### src/rtl/cc_pkg.sv
package cc_pkg;
  typedef enum logic [1:0] {EDGE_OFF, EDGE_RISE, EDGE_FALL, EDGE_ANY} edge_e;
  typedef enum logic [1:0] {ACT_KEEP, ACT_TOGGLE, ACT_CLEAR, ACT_SET} act_e;

  typedef struct packed {
    act_e  act;
    edge_e edg;
    logic  dir;
    logic  fsel;
  } ctrl_t;

  localparam int CTRL_W = $bits(ctrl_t);
  localparam logic [1:0] A_VAL  = 2'd0;
  localparam logic [1:0] A_CTRL = 2'd1;
  localparam logic [1:0] A_FLAG = 2'd2;
  localparam logic [1:0] A_PIN  = 2'd3;
endpackage

### src/rtl/cc_pin_sync.sv
module cc_pin_sync
  import cc_pkg::*;
#(
  parameter int STAGES = 2
) (
  input  logic  clk,
  input  logic  rst_n,
  input  logic  pin_in,
  input  edge_e edge_sel,
  output logic  pin_s,
  output logic  edge_hit
);
  logic [STAGES-1:0] sr;
  logic prev;
  logic rise, fall;

  for (genvar i = 0; i < STAGES; i++) begin : g_stage
    if (i == 0) begin : g_first
      always_ff @(posedge clk) begin
        if (!rst_n) sr[0] <= 1'b0;
        else        sr[0] <= pin_in;
      end
    end else begin : g_next
      always_ff @(posedge clk) begin
        if (!rst_n) sr[i] <= 1'b0;
        else        sr[i] <= sr[i-1];
      end
    end
  end

  always_ff @(posedge clk) begin
    if (!rst_n) prev <= 1'b0;
    else        prev <= sr[STAGES-1];
  end

  assign pin_s = sr[STAGES-1];
  assign rise  = pin_s & ~prev;
  assign fall  = ~pin_s & prev;

  always_comb begin
    unique case (edge_sel)
      EDGE_RISE: edge_hit = rise;
      EDGE_FALL: edge_hit = fall;
      EDGE_ANY:  edge_hit = rise | fall;
      default:   edge_hit = 1'b0;
    endcase
  end
endmodule

### src/rtl/cc_cmp_act.sv
module cc_cmp_act
  import cc_pkg::*;
#(
  parameter int W = 16
) (
  input  logic [W-1:0] cnt,
  input  logic [W-1:0] value,
  input  logic         armed,
  input  act_e         act,
  input  logic         cur,
  output logic         hit,
  output logic         nxt
);
  assign hit = armed && (cnt == value);

  always_comb begin
    unique case (act)
      ACT_TOGGLE: nxt = ~cur;
      ACT_CLEAR:  nxt = 1'b0;
      ACT_SET:    nxt = 1'b1;
      default:    nxt = cur;
    endcase
  end
endmodule

### src/rtl/cc_regs.sv
module cc_regs
  import cc_pkg::*;
#(
  parameter int W = 16
) (
  input  logic         clk,
  input  logic         rst_n,
  input  logic         wr_en,
  input  logic [1:0]   addr,
  input  logic [W-1:0] wdata,
  input  logic         test_frz,
  input  logic [W-1:0] cnt,
  input  logic         edge_hit,
  input  logic         pin_s,
  input  logic         match_hit,
  input  logic         match_nxt,
  output ctrl_t        ctrl,
  output logic [W-1:0] value,
  output logic         flag,
  output logic         latch,
  output logic [W-1:0] rdata
);
  localparam int PAD = W - CTRL_W;

  logic wr_val, wr_ctrl, wr_flag, wr_pin;
  logic cap_hit;

  assign wr_val  = wr_en && (addr == A_VAL);
  assign wr_ctrl = wr_en && (addr == A_CTRL);
  assign wr_flag = wr_en && (addr == A_FLAG);
  assign wr_pin  = wr_en && (addr == A_PIN);
  assign cap_hit = ctrl.fsel && edge_hit;

  always_ff @(posedge clk) begin
    if (!rst_n) begin
      ctrl  <= '{act: ACT_KEEP, edg: EDGE_OFF, dir: 1'b0, fsel: 1'b0};
      value <= '0;
      flag  <= 1'b0;
      latch <= 1'b0;
    end else begin
      if (wr_ctrl) ctrl <= ctrl_t'(wdata[CTRL_W-1:0]);

      if (cap_hit)                                value <= cnt;
      else if (wr_val && (!ctrl.fsel || test_frz)) value <= wdata;

      if (cap_hit || match_hit)     flag <= 1'b1;
      else if (wr_flag && wdata[0]) flag <= 1'b0;

      if (match_hit)   latch <= match_nxt;
      else if (wr_pin) latch <= wdata[0];
    end
  end

  always_comb begin
    unique case (addr)
      A_VAL:   rdata = value;
      A_CTRL:  rdata = {{PAD{1'b0}}, ctrl};
      A_FLAG:  rdata = {{(W-1){1'b0}}, flag};
      default: rdata = {{(W-1){1'b0}}, pin_s};
    endcase
  end
endmodule

### src/rtl/cc_chan.sv
module cc_chan
  import cc_pkg::*;
#(
  parameter int W           = 16,
  parameter int SYNC_STAGES = 2
) (
  input  logic         clk,
  input  logic         rst_n,
  input  logic [W-1:0] cnt,
  input  logic         pin_in,
  output logic         pin_out,
  output logic         pin_oe,
  input  logic         test_frz,
  input  logic         wr_en,
  input  logic [1:0]   addr,
  input  logic [W-1:0] wdata,
  output logic [W-1:0] rdata,
  output logic         flag
);
  ctrl_t        ctrl_q;
  logic [W-1:0] value_q;
  logic         latch_q;
  logic         pin_s, edge_hit;
  logic         match_hit, match_nxt;

  cc_pin_sync #(.STAGES(SYNC_STAGES)) u_sync (
    .clk(clk), .rst_n(rst_n), .pin_in(pin_in), .edge_sel(ctrl_q.edg),
    .pin_s(pin_s), .edge_hit(edge_hit)
  );

  cc_cmp_act #(.W(W)) u_cmp (
    .cnt(cnt), .value(value_q), .armed(!ctrl_q.fsel), .act(ctrl_q.act),
    .cur(latch_q), .hit(match_hit), .nxt(match_nxt)
  );

  cc_regs #(.W(W)) u_regs (
    .clk(clk), .rst_n(rst_n), .wr_en(wr_en), .addr(addr), .wdata(wdata),
    .test_frz(test_frz), .cnt(cnt), .edge_hit(edge_hit), .pin_s(pin_s),
    .match_hit(match_hit), .match_nxt(match_nxt),
    .ctrl(ctrl_q), .value(value_q), .flag(flag), .latch(latch_q), .rdata(rdata)
  );

  assign pin_out = latch_q;
  assign pin_oe  = ctrl_q.dir;
endmodule

### config.mk
export PLATFORM = sky130hd
export DESIGN_NAME = cc_chan
export DESIGN_NICKNAME = d
export VERILOG_FILES = /design/src/rtl/cc_pkg.sv /design/src/rtl/cc_pin_sync.sv /design/src/rtl/cc_cmp_act.sv /design/src/rtl/cc_regs.sv /design/src/rtl/cc_chan.sv
export SDC_FILE = /design/constraint.sdc
export NUM_CORES = 1
export LEC_CHECK = 0
export BUFFER_PORTS_ARGS = -buffer_cell sky130_fd_sc_hd__buf_2
export CAP_MARGIN = 25
export CORE_MARGIN = 2
export CORE_UTILIZATION = 45
export CTS_CLUSTER_DIAMETER = 50
export DETAILED_ROUTE_END_ITERATION = 7
export MAX_ROUTING_LAYER = met4
export PLACE_DENSITY = 0.77
export RECOVER_POWER = 50
export SETUP_SLACK_MARGIN = 0.05
export SLEW_MARGIN = 30
export SYNTH_ARGS = -nofsm -noshare
export SYNTH_HDL_FRONTEND = slang
export SYNTH_HIERARCHICAL = 1
export SYNTH_SLANG_ARGS = --single-unit
### constraint.sdc
create_clock -name clk -period 2.2 [get_ports clk]
set_input_delay 0.44 -clock clk [delete_from_list [all_inputs] [get_ports clk]]
set_output_delay 0.44 -clock clk [all_outputs]
set_load 0.02 [all_outputs]
; ---- Word level (Yosys, flattened, before mapping)
; Cells that the tools add are included.
[classes]
eq_ne = 11
n_mux = 9
bitwise_logic = 6
reduce_logical = 16
[ops]
columns = op, n
row1 = one-hot mux 16 bit (3 select lines), 1
row2 = two-way mux 16 bit, 2
row3 = == test 16 bit, 1
row4 = == test 2 bit (second input constant), 6
row5 = logical AND 1 bit, 8
row6 = == test 2 x 1 -> 1 bit (second input constant), 3
row7 = one-hot mux 1 bit (3 select lines), 2
row8 = nonzero test 2 bit, 3
row9 = two-way mux 1 bit, 4
row10 = != test 4 bit (second input constant), 1
row11 = NOT 1 bit, 3
row12 = bitwise AND 1 bit, 2
row13 = logical NOT 2 bit, 1
row14 = logical OR 1 bit, 2
row15 = AND reduction 2 bit, 1
row16 = logical NOT 1 bit, 1
row17 = bitwise OR 1 bit, 1
[word_totals]
register_bits = 27
in_bits = 39
out_inout_bits = 19
elab_cells = 52

; ---- Logic depth before layout (Yosys ltp)
; Gate-level depths: netlist (run 1).
[depth]
depth_word = 7
mapped_depth = 10
depth_no_buf = 8

; ---- Modules after synthesis
; The synthesis (run 1) kept the hierarchy.
[by_module_without_submodules]
columns = module, n_inst, cells_per_inst, area_per_inst_um2, seq_area_each_um2
row1 = cc_regs, 1, 142, 1332.5, 480.5
row2 = cc_cmp_act, 1, 24, 196.4, 0.0
row3 = cc_pin_sync, 1, 15, 137.6, 60.1
row4 = cc_chan, 1, 1, 3.8, 0.0

; ---- Worst setup path before layout (run 1)
; OpenSTA, ideal clock, no wires.
[synth_timing]
kind = flip-flop to flip-flop
startpoint = reg u_sync.sr[1], in the netlist u_sync/pin_s
endpoint = reg u_regs.value[10]
setup_time_ns = 0.134
arrival_ns = 1.594
required_ns = 2.066
setup_slack_ns = 0.472
path_stages_with_launch = 11
n_path_buf = 2
synth_period_minus_slack_ns = 1.728
path_cell_list = dfxtp_1 inv_1 ha_1 nor2b_1 o21ai_1 o21ai_1 and2_1 buf_6 buf_6 mux2i_1 a211oi_1
[synth_between]
elab_chain_len = 6
elab_cells_between_ends = 8
cone_classes = mux: 2 / bitwise: 4 / reduce/logical: 2
[synth_lines]
columns = element, line
row1 = start: declaration, cc_pin_sync.sv:13  ; logic [STAGES-1:0] sr;
row2 = start signal: indexed assignment, cc_pin_sync.sv:26  ; else sr[i] <= sr[i-1];
row3 = NOT 1 bit, cc_pin_sync.sv:38  ; assign fall = ~pin_s & prev;
row4 = bitwise AND 1 bit, cc_pin_sync.sv:38
row5 = bitwise OR 1 bit, cc_pin_sync.sv:44  ; EDGE_ANY: edge_hit = rise | fall;
row6 = one-hot mux 1 bit (3 select lines) (*), cc_pin_sync.sv:41  ; unique case (edge_sel)
row7 = named net edge_hit, cc_chan.sv:23  ; logic pin_s, edge_hit;
row8 = logical AND 1 bit (*), cc_regs.sv:32  ; assign cap_hit = ctrl.fsel && edge_hit;
row9 = two-way mux 16 bit / nonzero test 2 bit (equally long branches), --
row10 = end signal: assignment, cc_regs.sv:43  ; if (cap_hit) value <= cnt;
row11 = end signal: assignment, cc_regs.sv:44  ; else if (wr_val && (!ctrl.fsel || test_frz)) value <= wdata;
row12 = end: declaration, cc_regs.sv:18  ; output logic [W-1:0] value,
; The timed path passes the listed nets; every way through them passes the cells marked *.
; A chain may end at the register's enable or synchronous reset.

; ---- Worst setup path after layout (run 1)
[layout_timing]
startpoint = in addr[0]
endpoint = out rdata[12]
[layout_between]
elab_chain_len = 2
elab_cells_between_ends = 4
cone_classes = eq/ne: 2 / mux: 1 / reduce/logical: 1
[layout_lines]
columns = element, line
row1 = start: declaration, cc_chan.sv:15  ; input logic [1:0] addr,
row2 = "== test 2 bit, or another cell as far along", cc_regs.sv:55  ; unique case (addr)
row3 = one-hot mux 16 bit (3 select lines) (*), cc_regs.sv:55
row4 = end: declaration, cc_chan.sv:17  ; output logic [W-1:0] rdata,
; Every way passes the cells marked *; elsewhere a longest branch is shown, timed or not.

==> results.py, run 1 <==
metrics = {
    "run_status": {
        "run_status": "finished clean",
    },
    "synthesis": {
        "syn-num-nets": 223,
        "yosys.area.top_type": "dfxtp_1",
        "async_flop_share_pct": 0,
        "yosysSeqAreaShare_pct": 32.4,
        "syn_area_um2": 1670,
        "synth.most_common_cell": "dfxtp_1",
        "ys_ff_latch": 27,
        "syn_inst": 182,
        "synth_edf_count": 0,
        "syn_area_per_cell_um2": 9.18,
        "synth_common_cells": "dfxtp_1, mux2i_1, a211oi_1",
        "ys.warnings.count": 6,
        "ys_types": 32,
        "yosysTopAreaCellShare_pct": 32.4,
        "ys_top_cells_by_area": "dfxtp_1, mux2i_1, a211oi_1",
        "synthFlopType": "dfxtp_1",
    },
    "power": {
        "power.density_nw_per_um2": 495,
        "internal_power_mw": 0.723,
        "p_switching_mw": 0.269,
        "swShare_pct": 27.1,
        "p_comb_share_pct": 18.4,
        "seqPwrFrac_pct": 53.1,
        "clkPwrFrac_pct": 28.5,
        "ir_drop_mv": 0.272,
        "p_leak_nw": 0.790,
    },
    "place": {
        "place_congestion": 0.852,
        "placed_area_um2": 1980,
        "dp_hpwl_mm": 3.11,
        "port_buffers": 57,
        "pre_cts_ws_ns": 0.273,
    },
    "worst_setup_path": {
        "cp.required_ns": 1.76,
        "path_buf_inv": 3,
        "r2r_end": "u_regs/value[11]",
        "startpoint_type": "input pin",
        "critPathArrivalTime_ns": 1.60,
        "crit_type": "input pin to primary output",
        "max_stage_delay_ns": 0.53,
        "critPathCaptureType": "primary output",
        "reg2reg_depth": 9,
        "r2r-start": "u_sync/pin_s",
        "cp_top_family": "buffers and inverters",
        "rrSetupSlack_ns": 0.23,
        "crit_path_max_fanout": 12,
        "crit_slowest_cell": "clkbuf_1",
        "path_cells": "clkbuf_1, nor2_1, clkbuf_2, and2_1, buf_2",
    },
    "global_routing": {
        "antenna_found_initial": 0,
        "grt_use_total_pct": 21.0,
        "grt_pass1_wl_mm": 6.80,
        "overflow": 0,
        "grt_pass1_vias": 1445,
        "grt_max_degree": 27,
    },
    "die": {
        "coreArea_um2": 3610,
        "die_x_um": 64.9,
        "die_area_um2": 4220,
        "pin_count": 58,
        "fp-row-count": 22,
        "initial_core_util_pct": 46.3,
        "die_y_um": 64.9,
    },
    "hold_path": {
        "worstHoldStart": "pin_in",
        "hold_depth": 2,
        "hold_end": "u_sync/sr[0]",
        "hold_class": "input pin to register",
    },
    "clock_network": {
        "clock_tree.root_cell": "clkbuf_8",
        "clkLatencyLatePin_ns": 0.27,
        "clk_pin_slew_ns": 0.09,
        "cts_htree_levels": 1,
        "numCtsBuffers": 3,
        "cts.sinks": 27,
        "hold_buffers": 0,
        "tritoncts": "done",
        "clk_path_buf_depth": 2,
        "post_cts_buffers": 0,
        "cts_resized": 0,
    },
    "layout": {
        "final_nets": 277,
        "design_area_um2": 2000,
        "final_util_pct": 55.6,
        "drive_above_1_share_pct": 24.3,
        "n_antenna_cell": 0,
        "area_growth_pct": 20.0,
        "fillCellCount": 361,
    },
    "sta": {
        "tns_ns": 0,
        "setup_slack_ns": 0.160,
        "finalHoldViolations": 0,
        "clock.fmax_ghz": 0.490,
        "skew_ns": 0.000872,
        "finalCritPeriodShare_pct": 92.7,
        "period_needed_ns": 2.04,
        "rsz0062_at_grt": "false",
        "final-setup-viol-count": 0,
        "slew_headroom_pct": 47.9,
        "drv_slew": 0,
        "tightest_slew_ns": 0.781,
    },
    "drt": {
        "ant_nets": 0,
        "drt-pass1-iter-count": 4,
        "drtIter0Drc": 78,
        "vias": 1551,
        "drcViolationCount": 0,
        "avgViaCountPerCell": 5.48,
        "wl_per_cell_um": 14.9,
        "wl_mm": 4.20,
    },
    "job": {
        "drv_cap": 0,
    },
}
## final cells by class
cell class                 count  area, um2  share of cell area (%)
sequential                    27        541                    27.0
inverter                       6       22.5                    1.12
tap                           48       60.1                    3.00
timing repair buffer          60        305                    15.2
multi-input combinational    138       1030                    51.4
clock buffer                   4       45.0                    2.25
## metal layers
| layer | GRT usage [%] | wire, um | share of wire (%) | up-vias |
|---|---|---|---|---|
| met3 | 1.74 | 205 | 4.9 | 2 |
| li1 | - | - | - | 768 |
| met5 | - | 0 | 0 | - |
| met1 | 27.7 | 1860 | 44 | 736 |
| met4 | 5.05 | 25 | 0.59 | 0 |
| met2 | 34.8 | 2110 | 50 | 45 |
## power groups by stage
stage | clock [mW] | combinational [mW] | sequential (mW)
3_5_place_dp | 0 | 0.184 | 0.538
5_1_grt | 0.309 | 0.199 | 0.529
2_1_floorplan | 0 | 0.111 | 0.534
4_1_cts | 0.290 | 0.185 | 0.526
3_3_place_gp | 0 | 0.182 | 0.537
6_report | 0.283 | 0.182 | 0.527
## logic make-up (layout without fill, tap and decap cells)
kind of cell,Yosys count,after routing,synth area share [%]
compound gates,44,44,19.2
xor+xnor,17,17,8.91
fa+ha+maj,2,2,1.50
buf+inv,17,70,5.69
flops,27,27,32.4
mux,23,23,14.5
simple gates,52,52,17.8
## layout by cell type, fill, tap and decap left out, types with 10 or more instances in the layout
| cell type | netlist | layout |
|---|---|---|
| a211oi_1 | 20 | 20 |
| and2_1 | 14 | 12 |
| buf_2 | 3 | 42 |
| clkbuf_1 | 3 | 11 |
| dfxtp_1 | 27 | 27 |
| mux2i_1 | 22 | 22 |
| nand2_1 | 10 | 10 |
| nor2_1 | 12 | 12 |
| o211ai_1 | 12 | 12 |
| xnor2_1 | 13 | 13 |
## per-stage QoR
step,total power [mW],hold slack [ns],instances
detailed placement,0.722,0.453,279
finish,0.992,0.378,283
floorplan,0.646,0.406,182
CTS,1.00,0.374,283
global route,1.04,0.375,283
global placement,0.718,0.407,279
## worst max path at each step
stage | start | endpoint | slack, ns | depth (start not counted)
after CTS | u_sync/pin_s | u_regs/value[11] | 0.26 | 9
final | addr[0] | rdata[12] | 0.16 | 5
after detailed placement | u_sync/pin_s | u_regs/value[11] | 0.27 | 9
after global placement | u_sync/pin_s | u_regs/value[11] | 0.32 | 9
after global routing | addr[0] | rdata[12] | 0.05 | 5
after floorplan | u_sync/pin_s | u_regs/value[10] | 0.47 | 10
## sequential cells by signal (all words and copies together) (netlist names)
| signal | cells |
|---|---|
| u_regs/latch | 1 |
| u_regs/ctrl | 6 |
| u_regs/flag | 1 |
| u_sync/pin_s | 1 |
| u_sync/prev | 1 |
| u_regs/value | 16 |
| u_sync/sr | 1 |
## worst reg2reg max path, delay by kind of cell (launching register included)
family | cells | cell delay (ns)
DFF | 1 | 0.40
and+or+nand+nor | 2 | 0.33
AOI/OAI and AO/OA | 3 | 0.32
adders and majority gates | 1 | 0.29
buffers and inverters | 2 | 0.26
muxes | 1 | 0.23
Note: power is estimated with default switching activity, not from simulation.
==> run 2, diff against run 1 <==
--- a/config.mk
+++ b/config.mk
@@ -5,17 +5,18 @@
 export SDC_FILE = /design/constraint.sdc
 export NUM_CORES = 1
 export LEC_CHECK = 0
+export ABC_AREA = 1
 export BUFFER_PORTS_ARGS = -buffer_cell sky130_fd_sc_hd__buf_2
 export CAP_MARGIN = 25
 export CORE_MARGIN = 2
 export CORE_UTILIZATION = 45
-export CTS_CLUSTER_DIAMETER = 50
+export CTS_CLUSTER_DIAMETER = 80
 export DETAILED_ROUTE_END_ITERATION = 7
 export MAX_ROUTING_LAYER = met4
-export PLACE_DENSITY = 0.77
+export PLACE_DENSITY = 0.76
 export RECOVER_POWER = 50
 export SETUP_SLACK_MARGIN = 0.05
-export SLEW_MARGIN = 30
+export SLEW_MARGIN = 5
 export SYNTH_ARGS = -nofsm -noshare
 export SYNTH_HDL_FRONTEND = slang
 export SYNTH_HIERARCHICAL = 1
==> results.py, run 2 <==
metrics = {
    "global_routing": {
        "grt_max_degree": 24,
        "grt_util_met2_pct": 38.1,
        "grt_use_total_pct": 23.3,
        "gr-usage-met3_pct": 2.50,
        "met1_usage_pct": 29.6,
        "top_usage_layer": "met2",
        "grt_pass1_wl_mm": 7.65,
        "antenna_found_initial": 0,
        "overflow": 0,
        "grt_pass1_vias": 1717,
    },
    "clock_network": {
        "hold_buffers": 0,
        "clk_path_buf_depth": 2,
        "cts_resized": 0,
        "cts_htree_levels": 1,
        "cts.sinks": 27,
        "tritoncts": "done",
        "post_cts_buffers": 0,
        "clk_pin_slew_ns": 0.09,
        "clkLatencyLatePin_ns": 0.27,
        "numCtsBuffers": 3,
        "clock_tree.root_cell": "clkbuf_8",
    },
    "drt": {
        "wl_mm": 4.61,
        "wl_per_cell_um": 11.2,
        "vias": 2028,
        "drcViolationCount": 0,
        "avgViaCountPerCell": 4.91,
        "ant_nets": 0,
        "drt-pass1-iter-count": 4,
        "drtIter0Drc": 162,
    },
    "power": {
        "swShare_pct": 29.5,
        "internal_power_mw": 0.717,
        "seqPwrFrac_pct": 51.8,
        "clkPwrFrac_pct": 28.2,
        "p_comb_share_pct": 19.9,
        "ir_drop_mv": 0.293,
        "power.density_nw_per_um2": 475,
        "p_leak_nw": 1.11,
        "p_switching_mw": 0.300,
    },
    "place": {
        "dp_hpwl_mm": 3.49,
        "place_congestion": 0.859,
        "port_buffers": 57,
        "placed_area_um2": 2110,
    },
    "die": {
        "pin_count": 58,
        "die_y_um": 67.2,
        "die_x_um": 67.2,
        "coreArea_um2": 3740,
        "fp-row-count": 22,
        "die_area_um2": 4510,
        "initial_core_util_pct": 48.0,
    },
    "synthesis": {
        "ys.warnings.count": 6,
        "ys_top_cells_by_area": "dfxtp_1, nand2_1, nand3_1",
        "ys_types": 24,
        "syn_area_per_cell_um2": 5.79,
        "yosysTopAreaCellShare_pct": 30.1,
        "syn-num-nets": 351,
        "synthFlopType": "dfxtp_1",
        "synth.most_common_cell": "nand2_1",
        "syn_inst": 310,
        "async_flop_share_pct": 0,
        "syn_area_um2": 1800,
        "ys_ff_latch": 27,
        "yosys.area.top_type": "dfxtp_1",
        "yosysSeqAreaShare_pct": 30.1,
        "synth_common_cells": "nand2_1, inv_1, nand3_1, nor2_1, dfxtp_1",
        "synth_edf_count": 0,
    },
    "run_status": {
        "run_status": "finished clean",
    },
    "layout": {
        "top_regs": "u_regs/value x16, u_regs/ctrl x6",
        "design_area_um2": 2140,
        "mostFrequentLayoutCell": "nand2_1",
        "n_antenna_cell": 0,
        "largest_register_ffs": 16,
        "top_register": "u_regs/value",
        "drive_above_1_share_pct": 16.7,
        "final_nets": 407,
        "area_growth_pct": 19.2,
        "final_cell_mix": "nand2_1, inv_1, buf_2",
    },
    "sta": {
        "finalHoldViolations": 0,
        "period_needed_ns": 1.92,
        "tightest_slew_ns": 0.843,
        "slew_headroom_pct": 43.8,
        "tns_ns": 0,
        "clock.fmax_ghz": 0.522,
        "final-setup-viol-count": 0,
        "drv_slew": 0,
        "rsz0062_at_grt": "false",
        "skew_ns": 0.00132,
        "finalCritPeriodShare_pct": 87.1,
    },
    "worst_setup_path": {
        "cp.required_ns": 1.76,
        "crit_path_max_fanout": 5,
        "critPathArrivalTime_ns": 1.48,
        "rrSetupSlack_ns": 0.32,
        "startpoint_type": "input pin",
        "crit_type": "input pin to primary output",
        "r2r_end": "u_regs/value[7]",
        "critPathCaptureType": "primary output",
        "reg2reg_depth": 10,
        "r2r-start": "u_sync/pin_s",
    },
    "hold_path": {
        "hold_depth": 3,
        "hold_class": "input pin to register",
        "hold_end": "u_sync/sr[0]",
        "worstHoldStart": "pin_in",
    },
    "job": {
        "drv_cap": 0,
    },
}
run 2: changes by cell type after synthesis, moves of 14 or more:
cell	previous run	this run
nand3_1	1	40
mux2i_1	22	0
nand2_1	10	98
and2_1	14	0
inv_1	6	48
a211oi_1	20	0
nor2_1	12	40
run 2: kinds of logic after synthesis:
family / synth area share (%)
and+or+nand+nor: 43.9
buffers and inverters: 14.3
AOI/OAI and AO/OA: 8.36
DFF: 30.1
xor gates and xnor gates: 1.95
adders and majority gates: 1.39
run 2: worst max-delay path by stage:
stage | from | cells past startpoint | slack, ns | end
final | addr[0] | 6 | 0.28 | rdata[4]
after global routing | u_sync/pin_s | 10 | 0.09 | u_regs/value[7]
after CTS | u_sync/pin_s | 11 | 0.37 | u_regs/value[0]
after detailed placement | addr[0] | 6 | 0.38 | rdata[4]
after global placement | addr[0] | 6 | 0.41 | rdata[4]
after floorplan | addr[0] | 4 | 0.53 | rdata[1]
run 2: through the flow:
stage / cells / utilization, % / power, mW / worst slack (ns) / hold WS (ns)
3_5_place_dp: 409 / 56.4 / 0.742 / 0.383 / 0.401
2_1_floorplan: 310 / - / 0.660 / 0.531 / 0.386
5_1_grt: 413 / 57.2 / 1.08 / 0.0891 / 0.364
3_3_place_gp: 409 / 56.4 / 0.737 / 0.410 / 0.401
4_1_cts: 413 / 57.7 / 1.03 / 0.371 / 0.336
6_report: 413 / 57.2 / 1.02 / 0.284 / 0.340
run 2: metal layers:
metal	up-vias	share of wire [%]
met5	-	0
met4	0	1.1
met3	4	5.4
met2	60	49
met1	901	45
li1	1063	-
run 2: layout make-up:
| type | instances | area [um2] |
|---|---|---|
| clock buffers | 3 | 41.3 |
| multi-input cells | 221 | 996 |
| flip-flops and latches | 27 | 541 |
| inverters | 52 | 195 |
| clock inverters | 1 | 7.51 |
| fillers | 409 | 1600 |
| repair buffers | 61 | 300 |
| well taps | 48 | 60.1 |
run 2: critical path: stages:
cell and delay, ns:
clkbuf_1 0.17, inv_1 0.09, nor2_1 0.23, inv_1 0.15, o21ai_0 0.20, buf_2 0.19
run 2: power groups by stage:
| stage | logic (mW) | clock network [mW] | registers, mW |
|---|---|---|---|
| CTS | 0.205 | 0.293 | 0.527 |
| global placement | 0.200 | 0 | 0.537 |
| floorplan | 0.125 | 0 | 0.535 |
| global route | 0.233 | 0.314 | 0.530 |
| finish | 0.203 | 0.287 | 0.527 |
| detailed placement | 0.204 | 0 | 0.538 |
==> run 3, diff against run 2 <==
==> constraint.sdc (replaced) <==
create_clock -name clk -period 1.8 [get_ports clk]
set_input_delay 0.36 -clock clk [delete_from_list [all_inputs] [get_ports clk]]
set_output_delay 0.36 -clock clk [all_outputs]
set_load 0.02 [all_outputs]
==> results.py, run 3 (synthesis gave the netlist of run 2 again) <==
metrics = {
    "drt": {
        "drcViolationCount": 0,
        "wl_per_cell_um": 11.1,
        "vias": 2044,
        "drt-pass1-iter-count": 4,
        "wl_mm": 4.64,
        "drtIter0Drc": 97,
        "avgViaCountPerCell": 4.88,
        "ant_nets": 0,
    },
    "global_routing": {
        "grt_use_total_pct": 22.4,
        "grt_pass1_vias": 1829,
        "overflow": 0,
        "antenna_found_initial": 0,
        "grt_max_degree": 21,
        "grt_pass1_wl_mm": 7.64,
    },
    "sta": {
        "skew_ns": 0.00529,
        "period_needed_ns": 1.66,
        "slew_headroom_pct": 41.8,
        "tns_ns": 0,
        "finalHoldViolations": 0,
        "clock.fmax_ghz": 0.602,
        "finalCritPeriodShare_pct": 92.3,
        "final-setup-viol-count": 0,
        "drv_slew": 0,
        "tightest_slew_ns": 0.874,
        "timing.hold.ws_ns": 0.260,
        "rsz0062_at_grt": "false",
    },
    "layout": {
        "fillCellCount": 412,
        "top_register": "u_regs/value",
        "final_cell_mix": "nand2_1, inv_1, buf_2",
        "layout.area.seq_um2": 541,
        "final_util_pct": 59.3,
        "drive_above_1_share_pct": 19.1,
        "final_nets": 413,
        "top_regs": "u_regs/value x16, u_regs/ctrl x6",
        "multi_input_area_um2": 1010,
        "area_growth_pct": 23.6,
        "largest_register_ffs": 16,
        "n_antenna_cell": 0,
        "mostFrequentLayoutCell": "nand2_1",
    },
    "power": {
        "ir_drop_mv": 0.441,
        "p_leak_nw": 1.17,
        "total_power_mw": 1.24,
        "power.density_nw_per_um2": 561,
    },
    "die": {
        "die_x_um": 67.2,
        "initial_core_util_pct": 48.0,
        "coreArea_um2": 3740,
        "die_area_um2": 4510,
        "fp-row-count": 22,
        "die_y_um": 67.2,
        "pin_count": 58,
    },
    "clock_network": {
        "clock_tree.root_cell": "clkbuf_8",
        "tritoncts": "done",
        "clk_path_buf_depth": 2,
        "clkLatencyLatePin_ns": 0.27,
        "numCtsBuffers": 3,
        "cts.sinks": 27,
        "clk_pin_slew_ns": 0.10,
        "cts_htree_levels": 1,
    },
    "place": {
        "place_congestion": 0.859,
        "dp_hpwl_mm": 3.51,
        "port_buffers": 57,
    },
    "worst_setup_path": {
        "crit_top_cell": "inv_1",
        "max_stage_delay_ns": 0.25,
        "startpoint_type": "input pin",
        "cp.required_ns": 1.44,
        "crit_slowest_cell": "clkbuf_1",
        "critPathArrivalTime_ns": 1.30,
        "crit_path_max_fanout": 5,
        "rrSetupSlack_ns": 0.21,
        "crit_type": "input pin to primary output",
        "cp_top_family": "buffers and inverters",
        "critPathCaptureType": "primary output",
        "path_buf_inv": 4,
        "path_cells": "buf_2, inv_1, nor2_1, inv_1, o21ai_0, clkbuf_1",
    },
    "hold_path": {
        "hold_class": "input pin to register",
    },
    "job": {
        "drv_cap": 0,
    },
    "run_status": {
        "run_status": "finished clean",
    },
}
[run 3: repair_timing]
action,in CTS,in global routing
buffers inserted,0,1
setup endpoints to repair,0,13
gates resized for setup,0,4
hold buffers,0,0
[run 3: worst min-delay path: stages]
cell and delay, ns:
buf_2 0.07, nand2_1 0.04, inv_1 0.04
[run 3: where the power goes]
group / switching [mW] / leakage (nW) / internal [mW]
Combinational: 0.153 / 0.929 / 0.0999
Clock: 0.191 / 0.0217 / 0.157
Sequential: 0.0201 / 0.220 / 0.624
Total: 0.364 / 1.17 / 0.880
[run 3: cell type report]
cell class,instances,area share (%)
Tap cell,48,2.71
Multi-Input combinational cell,222,45.6
Clock buffer,3,1.86
Timing Repair Buffer,66,16.3
Inverter,52,8.80
Clock inverter,1,0.338
Sequential cell,27,24.4
[run 3: per-stage QoR]
step,area [um2],std cells,setup slack [ns]
final,2220,419,0.138
after global routing,2220,419,0.0414
after CTS,2200,417,0.123
after detailed placement,2150,413,0.153
after global placement,2150,413,0.178
after floorplan,1800,310,0.191
[run 3: worst paths after layout]
kind,startpoint,endpoint,cells past startpoint
setup reg to reg,u_sync/pin_s,u_regs/value[6],10
setup / recovery,addr[0],rdata[5],6
hold reg to reg,u_sync/sr[0],u_sync/pin_s,2
hold / removal,pin_in,u_sync/sr[0],3
[run 3: per-layer routing]
| layer | GRT usage, % | part of all wire, % |
|---|---|---|
| met3 | 2.83 | 4.4 |
| met5 | - | 0 |
| met4 | 7.65 | 1.1 |
| met2 | 39.1 | 49 |
| met1 | 26.7 | 46 |
